### src/rtl/fastlock_pkg.sv
package fastlock_pkg;

    localparam int FL_CODE_W = 4;

    typedef enum logic [1:0] {
        FL_GPO   = 2'd0,
        FL_HELD  = 2'd1,
        FL_TIMED = 2'd2
    } fl_mode_e;

    typedef struct packed {
        logic                 gain;
        logic                 en;
        logic                 sel;
        logic [FL_CODE_W-1:0] code;
    } fl_cfg_t;

    typedef struct packed {
        logic cp_hi;
        logic oe;
        logic val;
    } fl_drive_t;

    function automatic fl_mode_e fl_mode_of(fl_cfg_t c);
        if (!c.en)     return FL_GPO;
        else if (c.sel) return FL_TIMED;
        else            return FL_HELD;
    endfunction

    function automatic int unsigned fl_span(int unsigned base, int unsigned step,
                                            logic [FL_CODE_W-1:0] code);
        return base + step * int'(code);
    endfunction

endpackage

### src/rtl/fastlock_cfg.sv
module fastlock_cfg
    import fastlock_pkg::*;
(
    input  logic    clk,
    input  logic    rst,
    input  logic    pd,
    input  logic    wr_stb,
    input  fl_cfg_t wr_cfg,
    input  logic    expire,
    output fl_cfg_t cfg_q,
    output logic    tmr_start,
    output logic    tmr_abort
);
    fl_cfg_t nxt;

    always_comb begin
        tmr_start = wr_stb && !pd && wr_cfg.gain && (fl_mode_of(wr_cfg) == FL_TIMED);
        tmr_abort = pd || (wr_stb && !tmr_start);
    end

    always_comb begin
        nxt = wr_stb ? wr_cfg : cfg_q;
        if (expire && !wr_stb)
            nxt.gain = 1'b0;
        if (pd && fl_mode_of(nxt) == FL_TIMED)
            nxt.gain = 1'b0;
    end

    always_ff @(posedge clk) begin
        if (rst) cfg_q <= '0;
        else     cfg_q <= nxt;
    end
endmodule

### src/rtl/fastlock_timer.sv
module fastlock_timer
    import fastlock_pkg::*;
#(
    parameter int TMR_BASE = 3,
    parameter int TMR_STEP = 4,
    parameter int CNT_W    = 6
) (
    input  logic                 clk,
    input  logic                 rst,
    input  logic                 start,
    input  logic                 abort,
    input  logic                 tick,
    input  logic [FL_CODE_W-1:0] code,
    output logic                 run,
    output logic [CNT_W-1:0]     cnt,
    output logic                 expire
);
    logic [CNT_W-1:0] last;

    always_comb begin
        last   = CNT_W'(fl_span(TMR_BASE, TMR_STEP, code) - 1);
        expire = run && tick && !start && !abort && (cnt == last);
    end

    always_ff @(posedge clk) begin
        if (rst) begin
            run <= 1'b0;
            cnt <= '0;
        end else if (start) begin
            run <= 1'b1;
            cnt <= '0;
        end else if (abort || expire) begin
            run <= 1'b0;
            cnt <= '0;
        end else if (run && tick) begin
            cnt <= cnt + 1'b1;
        end
    end
endmodule

### src/rtl/fastlock_drive.sv
module fastlock_drive
    import fastlock_pkg::*;
(
    input  fl_cfg_t   cfg,
    input  logic      run,
    input  logic      pd,
    output fl_drive_t drv
);
    logic boost;

    always_comb begin
        drv   = '0;
        boost = 1'b0;
        if (!pd) begin
            drv.cp_hi = cfg.gain;
            unique case (fl_mode_of(cfg))
                FL_GPO: begin
                    drv.oe  = 1'b1;
                    drv.val = cfg.sel;
                end
                FL_HELD:  boost = cfg.gain;
                FL_TIMED: boost = run;
                default:  boost = 1'b0;
            endcase
            if (boost) begin
                drv.oe  = 1'b1;
                drv.val = 1'b0;
            end
        end
    end
endmodule

### src/rtl/fastlock_ctrl.sv
module fastlock_ctrl
    import fastlock_pkg::*;
#(
    parameter int TMR_BASE = 3,
    parameter int TMR_STEP = 4,
    localparam int CNT_W   = $clog2(TMR_BASE + TMR_STEP * ((1 << FL_CODE_W) - 1) + 1)
) (
    input  logic                 clk,
    input  logic                 rst,
    input  logic                 pd,
    input  logic                 wr_stb,
    input  logic                 wr_gain,
    input  logic                 wr_en,
    input  logic                 wr_mode,
    input  logic [FL_CODE_W-1:0] wr_code,
    input  logic                 ref_tick,
    output logic                 cp_hi,
    output logic                 sw_oe,
    output logic                 sw_val
);
    fl_cfg_t          wr_cfg;
    fl_cfg_t          cfg_q;
    fl_drive_t        drv;
    logic             tmr_start;
    logic             tmr_abort;
    logic             tmr_run;
    logic             tmr_expire;
    logic [CNT_W-1:0] tmr_cnt;

    assign wr_cfg = '{gain: wr_gain, en: wr_en, sel: wr_mode, code: wr_code};

    fastlock_cfg u_cfg (
        .clk       (clk),
        .rst       (rst),
        .pd        (pd),
        .wr_stb    (wr_stb),
        .wr_cfg    (wr_cfg),
        .expire    (tmr_expire),
        .cfg_q     (cfg_q),
        .tmr_start (tmr_start),
        .tmr_abort (tmr_abort)
    );

    fastlock_timer #(
        .TMR_BASE (TMR_BASE),
        .TMR_STEP (TMR_STEP),
        .CNT_W    (CNT_W)
    ) u_timer (
        .clk    (clk),
        .rst    (rst),
        .start  (tmr_start),
        .abort  (tmr_abort),
        .tick   (ref_tick),
        .code   (cfg_q.code),
        .run    (tmr_run),
        .cnt    (tmr_cnt),
        .expire (tmr_expire)
    );

    fastlock_drive u_drive (
        .cfg (cfg_q),
        .run (tmr_run),
        .pd  (pd),
        .drv (drv)
    );

    assign cp_hi  = drv.cp_hi;
    assign sw_oe  = drv.oe;
    assign sw_val = drv.val;
endmodule

### config.mk
export PLATFORM = sky130hd
export DESIGN_NAME = fastlock_ctrl
export DESIGN_NICKNAME = d
export VERILOG_FILES = /design/src/rtl/fastlock_pkg.sv /design/src/rtl/fastlock_cfg.sv /design/src/rtl/fastlock_timer.sv /design/src/rtl/fastlock_drive.sv /design/src/rtl/fastlock_ctrl.sv
export SDC_FILE = /design/constraint.sdc
export NUM_CORES = 1
export LEC_CHECK = 0
export BUFFER_PORTS_ARGS = -buffer_cell sky130_fd_sc_hd__buf_2
export CAP_MARGIN = 20
export CORE_ASPECT_RATIO = 0.75
export CORE_MARGIN = 1.5
export CORE_UTILIZATION = 30
export CTS_CLUSTER_DIAMETER = 120
export CTS_CLUSTER_SIZE = 40
export DETAILED_ROUTE_END_ITERATION = 12
export SLEW_MARGIN = 30
export SYNTH_ARGS = -nofsm -noshare
export SYNTH_HDL_FRONTEND = slang
export SYNTH_HIERARCHICAL = 1
export SYNTH_SLANG_ARGS = --single-unit
### constraint.sdc
create_clock -name clk -period 3.5 [get_ports clk]
set_input_delay 0.35 -clock clk [delete_from_list [all_inputs] [get_ports clk]]
set_output_delay 0.35 -clock clk [all_outputs]
set_load 0.05 [all_outputs]
==> impl_metrics.env, run 1 <==
export IMPL_rr_startpoint="u_timer/run"
export IMPL_netlist_top_cells_area="dfxtp_1, mux2i_1, nor2_1, xnor2_1, xor2_1"
export IMPL_gp_congestion=0.7185
export IMPL_grt_util_met2_pct=15.00
export IMPL_numCtsBuffers=3
export IMPL_worst_path_buf_inv=1
export IMPL_clock_latency_ns=0.27
export IMPL_critical_path_depth=3
export IMPL_num_vias=553
export IMPL_crit_type="reg2out"
export IMPL_worst_hold_path_type="in2reg"
export IMPL_syn_nets=91
export IMPL_syn_area_um2=740.7
export IMPL_yosys_warnings=6
export IMPL_cp_startpoint="u_cfg/cfg_q[4]"
export IMPL_rr_worst_depth=6
export IMPL_multi_input_area_um2=434.2
export IMPL_core_area_um2=2308
export IMPL_grt_use_total_pct=10.54
export IMPL_cp_slowest_stage_delay_ns=0.40
export IMPL_htree_levels=1
export IMPL_die_x_um=60.38
export IMPL_post_cts_repair_setup_buffers=0
export IMPL_synth_largest_area_cell="dfxtp_1"
export IMPL_antenna_cells=0
export IMPL_stdcell_area_um2=870.8
export IMPL_cap_viol_max_count=0
export IMPL_skew_ns=0.003092
export IMPL_worstReg2RegEnd="u_cfg/cfg_q[6]"
export IMPL_wl_per_cell_um=10.38
export IMPL_placedCellCount=123
export IMPL_first_iter_violations=31
export IMPL_start_util_pct=32.09
export IMPL_cts_hold_buf=0
export IMPL_p_per_area_nw_per_um2=371.1
export IMPL_synth_top_cell_area_share_pct=37.84
export IMPL_synth_sequential_area_ratio_pct=37.84
export IMPL_crit_slowest_cell="dfxtp_1"
export IMPL_crit_arrival_ns=1.18
export IMPL_firstDrtPassIters=4
export IMPL_finalNetCount=108
export IMPL_fill_cells=248
export IMPL_clk_pin_slew_ns=0.08
export IMPL_min_path_cells=3
export IMPL_cp_max_fo=4
export IMPL_grt_setup_unrepaired="no"
export IMPL_gr_max_usage_layer="met2"
export IMPL_worst_pin_slew_ns=0.3326
export IMPL_peakVddDrop_mv=0.1363
export IMPL_cts_resized=0
export IMPL_setup_worst_path_start_class="flip-flop"
export IMPL_cts_sinks=14
export IMPL_finalPower_mw=0.3232
export IMPL_finalSetupViolCount=0
export IMPL_clk_path_buf_depth=2
export IMPL_postRouteAntennaNets=0
export IMPL_pin_count=15
export IMPL_path_cells="mux2i_1 -> a21oi_1 -> buf_2"
export IMPL_area_growth_pct=17.57
export IMPL_drc_errors=0
export IMPL_via_per_inst=4.354
export IMPL_seq_area_um2=280.3
export IMPL_grt_pass1_wl_um=2070
export IMPL_fin_cells=127
export IMPL_critPathCaptureType="output port"
export IMPL_p_leak_nw=0.3409
export IMPL_layout_drive_gt1_share_pct=29.03
export IMPL_cts_tree="yes"
export IMPL_synth_distinct_cells=26
export IMPL_die_h_um=46.03
export IMPL_fin_crit_ns=1.527
export IMPL_grt_use_met1_pct=13.70
export IMPL_reg2reg_slack_ns=2.12
export IMPL_grt_start_max_net_pins=12
export IMPL_finalHoldViolCount=0
export IMPL_grt_use_met3_pct=5.966
export IMPL_fin_setup_tns_ns=0
export IMPL_fmax_mhz=654.9
export IMPL_place_area_um2=834.6
export IMPL_critPathTopFamily="flip-flops"
export IMPL_slew_violations=0
export IMPL_post_route_period_util_pct=43.63
export IMPL_hpwl_um=989
export IMPL_avgSynthCellArea_um2=9.620
export IMPL_root_buffer="clkbuf_4"
export IMPL_design_die_area_um2=2779
export IMPL_worstSetupEndpoint="sw_oe"
export IMPL_grt_overflow=0
export IMPL_wl_um=1318
export IMPL_status="finished, final reports clean"
export IMPL_grt_pass1_vias=478
export IMPL_slew_headroom_pct=77.74
export IMPL_port_buffer_count=14
export IMPL_postSynthCellCount=77
export IMPL_ys_ff_latch=14
export IMPL_antenna_found_initial=0
export IMPL_num_rows=15
export IMPL_worstPathRequired_ns=3.15
tightest hold or removal path, cell delays in order:
cell and delay, ns:
buf_2 0.07, mux2i_1 0.05, nor2_1 0.07
metrics by stage:
stage	util, %	setup slack [ns]	hold WS (ns)
2_1_floorplan	-	1.622	0.4162
3_3_place_gp	36.15	1.806	0.4962
3_5_place_dp	36.15	1.736	0.5018
4_1_cts	37.72	1.956	0.3044
5_1_grt	37.72	1.852	0.3094
6_report	37.72	1.973	0.3086
synthesized netlist by cell type:
| cell type | instances |
|---|---|
| xor2_1 | 4 |
| o21ai_0 | 1 |
| nand3_1 | 1 |
| o21ai_1 | 1 |
| mux2i_1 | 7 |
| a221oi_2 | 1 |
| nand2_4 | 1 |
| nor2_1 | 15 |
| buf_6 | 1 |
| nor3b_1 | 1 |
| xnor2_1 | 5 |
| nor2b_1 | 2 |
| buf_4 | 1 |
| nand3_2 | 2 |
| nor4_1 | 1 |
| and3_2 | 1 |
| nand2_1 | 5 |
| a211oi_2 | 1 |
| dfxtp_1 | 14 |
| ha_1 | 2 |
| inv_1 | 2 |
| nand4_1 | 2 |
| and2_1 | 1 |
| a21oi_1 | 2 |
| o21ai_4 | 1 |
| nor3_4 | 2 |
power by group:
| part | total (mW) | internal, mW | switching, mW |
|---|---|---|---|
| combinational | 0.0422 | 0.0166 | 0.0256 |
| sequential | 0.168 | 0.164 | 0.00401 |
| clock | 0.113 | 0.0632 | 0.0497 |
per-layer routing:
| metal | vias to the layer above | share of wire (%) |
|---|---|---|
| met1 | 238 | 50 |
| met3 | 0 | 8.0 |
| met2 | 21 | 42 |
| met5 | - | 0 |
| met4 | 0 | 0 |
| li1 | 294 | - |
kinds of logic after synthesis:
family                     Yosys count  synth area share [%]
buffers and inverters                4                 3.548
AOI/OAI and AO/OA                    7                 8.613
DFF                                 14                 37.84
adders and majority gates            2                 3.378
and+or+nand+nor                     34                 26.52
muxes                                7                 9.460
xor gates and xnor gates             9                 10.64
worst min path at each step:
stage,startpoint,to
after floorplan,rst,u_cfg/cfg_q[6]
after CTS,wr_code[3],u_cfg/cfg_q[3]
after global placement,u_cfg/cfg_q[6],u_cfg/cfg_q[6]
final,wr_code[1],u_cfg/cfg_q[1]
after global routing,wr_code[3],u_cfg/cfg_q[3]
after detailed placement,u_cfg/cfg_q[6],u_cfg/cfg_q[6]
registers in the layout (all words and copies together), names as in the netlist:
register and cells:
u_cfg/cfg_q 7, u_timer/cnt 6, u_timer/run 1
cell usage in the layout, fill, tap and decap left out, types with 2 or more instances in the layout:
cell type  instances
xnor2_1            5
nor2_1            15
nand2_1            5
dfxtp_1           14
inv_1              2
buf_2             14
nor3_4             2
xor2_1             4
mux2i_1            7
nand4_1            2
clkbuf_4           3
a21oi_1            2
nor2b_1            2
ha_1               2
nand3_2            2
layout make-up:
class / instances / share of cell area, %
Tap cell: 34 / 4.885
Clock buffer: 4 / 4.167
Inverter: 2 / 0.8621
Sequential cell: 14 / 32.18
Timing Repair Buffer: 14 / 8.046
Multi-Input combinational cell: 59 / 49.86
Power figures use the tool's default switching activity.
==> inputs of run 2 (changes only) <==
--- a/config.mk
+++ b/config.mk
@@ -5,6 +5,7 @@
 export SDC_FILE = /design/constraint.sdc
 export NUM_CORES = 1
 export LEC_CHECK = 0
+export ABC_AREA = 1
 export BUFFER_PORTS_ARGS = -buffer_cell sky130_fd_sc_hd__buf_2
 export CAP_MARGIN = 20
 export CORE_ASPECT_RATIO = 0.75
==> constraint.sdc (replaced) <==
create_clock -name clk -period 1.42 [get_ports clk]
set_input_delay 0.142 -clock clk [delete_from_list [all_inputs] [get_ports clk]]
set_output_delay 0.142 -clock clk [all_outputs]
set_load 0.05 [all_outputs]
==> impl_metrics.env, run 2 <==
export IMPL_status="finished, final reports clean"
export IMPL_start_util_pct=31.40
export IMPL_grt_start_max_net_pins=8
export IMPL_fin_setup_tns_ns=0
export IMPL_cts_resized=0
export IMPL_die_x_um=63.03
export IMPL_async_flop_share_pct=0
export IMPL_hpwl_um=1300
export IMPL_crit_arrival_ns=1.14
export IMPL_muxShareOfSynthArea_pct=0
export IMPL_p_per_area_nw_per_um2=783.7
export IMPL_yosys_warnings=6
export IMPL_gp_congestion=0.8194
export IMPL_synth_edf_count=0
export IMPL_netlist_top_cells_area="dfxtp_1, nand2_1, nor2_1, inv_1, xor2_1"
export IMPL_root_buffer="clkbuf_4"
export IMPL_wl_per_cell_um=9.167
export IMPL_post_route_period_util_pct=90.11
export IMPL_syn_nets=135
export IMPL_final_cell_mix="nand2_1, nor2_1, inv_1"
export IMPL_worst_pin_slew_ns=0.3244
export IMPL_synthFlopType="dfxtp_1"
export IMPL_via_per_inst=4.276
export IMPL_drc_errors=0
export IMPL_grt_use_total_pct=11.90
export IMPL_finalNetCount=154
export IMPL_layout_drive_gt1_share_pct=23.19
export IMPL_cts_sinks=14
export IMPL_synth_largest_area_cell="dfxtp_1"
export IMPL_crit_type="reg2out"
export IMPL_cts_hold_buf=0
export IMPL_peakVddDrop_mv=0.2173
export IMPL_yosysMostFrequentCell="nand2_1"
export IMPL_cts_tree="yes"
export IMPL_port_buffer_count=14
export IMPL_final_common_cell="nand2_1"
export IMPL_grt_overflow=0
export IMPL_antenna_found_initial=0
export IMPL_finalHoldViolCount=0
export IMPL_num_vias=744
export IMPL_avgSynthCellArea_um2=6.701
export IMPL_worst_hold_path_type="in2reg"
export IMPL_ys_ff_latch=14
export IMPL_synth_sequential_area_ratio_pct=34.57
export IMPL_fin_crit_ns=1.280
export IMPL_postRouteAntennaNets=0
export IMPL_synth_simple_area_share_pct=42.13
export IMPL_largest_register_ffs=7
export IMPL_clk_path_buf_depth=2
export IMPL_syn_area_um2=810.8
export IMPL_critPathCaptureType="output port"
export IMPL_stdcell_area_um2=949.7
export IMPL_cp_max_fo=3
export IMPL_clock_latency_ns=0.27
export IMPL_die_h_um=48.02
export IMPL_p_leak_nw=0.4589
export IMPL_regMostFlops="u_cfg/cfg_q"
export IMPL_core_area_um2=2582
export IMPL_synth_compound_area_share_pct=4.167
export IMPL_grt_setup_unrepaired="no"
export IMPL_slew_violations=0
export IMPL_clk_pin_slew_ns=0.07
export IMPL_slew_headroom_pct=78.21
export IMPL_setup_worst_path_start_class="flip-flop"
export IMPL_skew_ns=0.0001786
export IMPL_synth_top_cell_area_share_pct=34.57
export IMPL_cap_viol_max_count=0
export IMPL_area_growth_pct=17.13
export IMPL_firstDrtPassIters=4
export IMPL_postSynthCellCount=121
export IMPL_pin_count=15
export IMPL_finalSetupViolCount=0
export IMPL_worstPathRequired_ns=1.28
export IMPL_design_die_area_um2=3027
export IMPL_synth_top_family_by_area="simple AND/OR/NAND/NOR gates"
export IMPL_largestRegisters="u_cfg/cfg_q (7), u_timer/cnt (6), u_timer/run (1)"
export IMPL_place_area_um2=927.1
export IMPL_grt_pass1_vias=697
export IMPL_post_cts_repair_setup_buffers=0
export IMPL_antenna_cells=0
export IMPL_ys_top_cells_by_count="nand2_1, nor2_1, inv_1, dfxtp_1, nand3_1"
export IMPL_htree_levels=1
export IMPL_first_iter_violations=30
export IMPL_fmax_mhz=781.5
export IMPL_grt_pass1_wl_um=2794
export IMPL_numCtsBuffers=3
export IMPL_synth_distinct_cells=19
export IMPL_synth_adder_area_share_pct=3.086
export IMPL_num_rows=16
export IMPL_synth_xor_area_share_pct=4.321
export IMPL_wl_um=1595
-- run 2: changes by cell type in the layout (fill, tap and decap cells not counted), sizes merged, moves of 2 or more --
cell,change
mux2i,-7
nand3,+3
nand4,-2
nand2,+28
nor2b,-2
inv,+19
nor2,+14
o21ai,+3
a21oi,-2
xnor2,-5
-- run 2: cell type report --
class,count,area (um^2)
Fill cell,276,1633
Timing Repair Buffer,15,77.57
Tap cell,36,45.04
Inverter,21,83.83
Clock buffer,3,22.52
Multi-Input combinational cell,85,440.4
Sequential cell,14,280.3
-- run 2: per-layer routing --
metal	global-route usage (%)	vias up	wire length (um)
met1	14.57	332	775
met3	3.294	2	51
met5	0	-	0
met4	2.667	0	14
met2	21.70	11	753
li1	-	399	-
-- run 2: kinds of logic (layout without fill, tap and decap cells) --
family | after synthesis | after routing
XOR/XNOR | 4 | 4
AO/OA/AOI/OAI | 6 | 6
flip-flops | 14 | 14
buffers and inverters | 22 | 39
AND/OR/NAND/NOR | 73 | 73
adder cells (fa/ha/maj) | 2 | 2
-- run 2: stage by stage --
step	total power, mW	hold slack [ns]	util [%]	worst slack (ns)	instances
3_3_place_gp	0.5396	0.3641	35.90	0.09504	171
4_1_cts	0.7623	0.07609	36.77	0.1241	174
2_1_floorplan	0.5041	0.2135	-	0.1434	121
6_report	0.7442	0.09391	36.77	0.1404	174
5_1_grt	0.7905	0.1066	36.77	0.02128	174
3_5_place_dp	0.5433	0.3715	35.90	0.04409	171
-- run 2: path summary, 6_finish.rpt --
path	endpoint	slack [ns]	cells after the start	from
setup / recovery	sw_oe	0.14	5	u_timer/run
hold / removal	u_cfg/cfg_q[4]	0.09	2	rst
setup reg to reg	u_cfg/cfg_q[6]	0.16	9	u_timer/cnt[0]
hold reg to reg	u_timer/run	0.51	2	u_timer/run
-- run 2: where the power goes --
group	internal (mW)	switching, mW
Sequential	0.406	0.0115
Clock	0.0980	0.112
Combinational	0.0417	0.0746
-- run 2: worst max-delay path, stage by stage, from the launching register on --
cell	delay, ns
dfxtp_1	0.37
nand2_1	0.07
nand2_1	0.05
nor2_1	0.04
nor2_1	0.07
buf_2	0.26
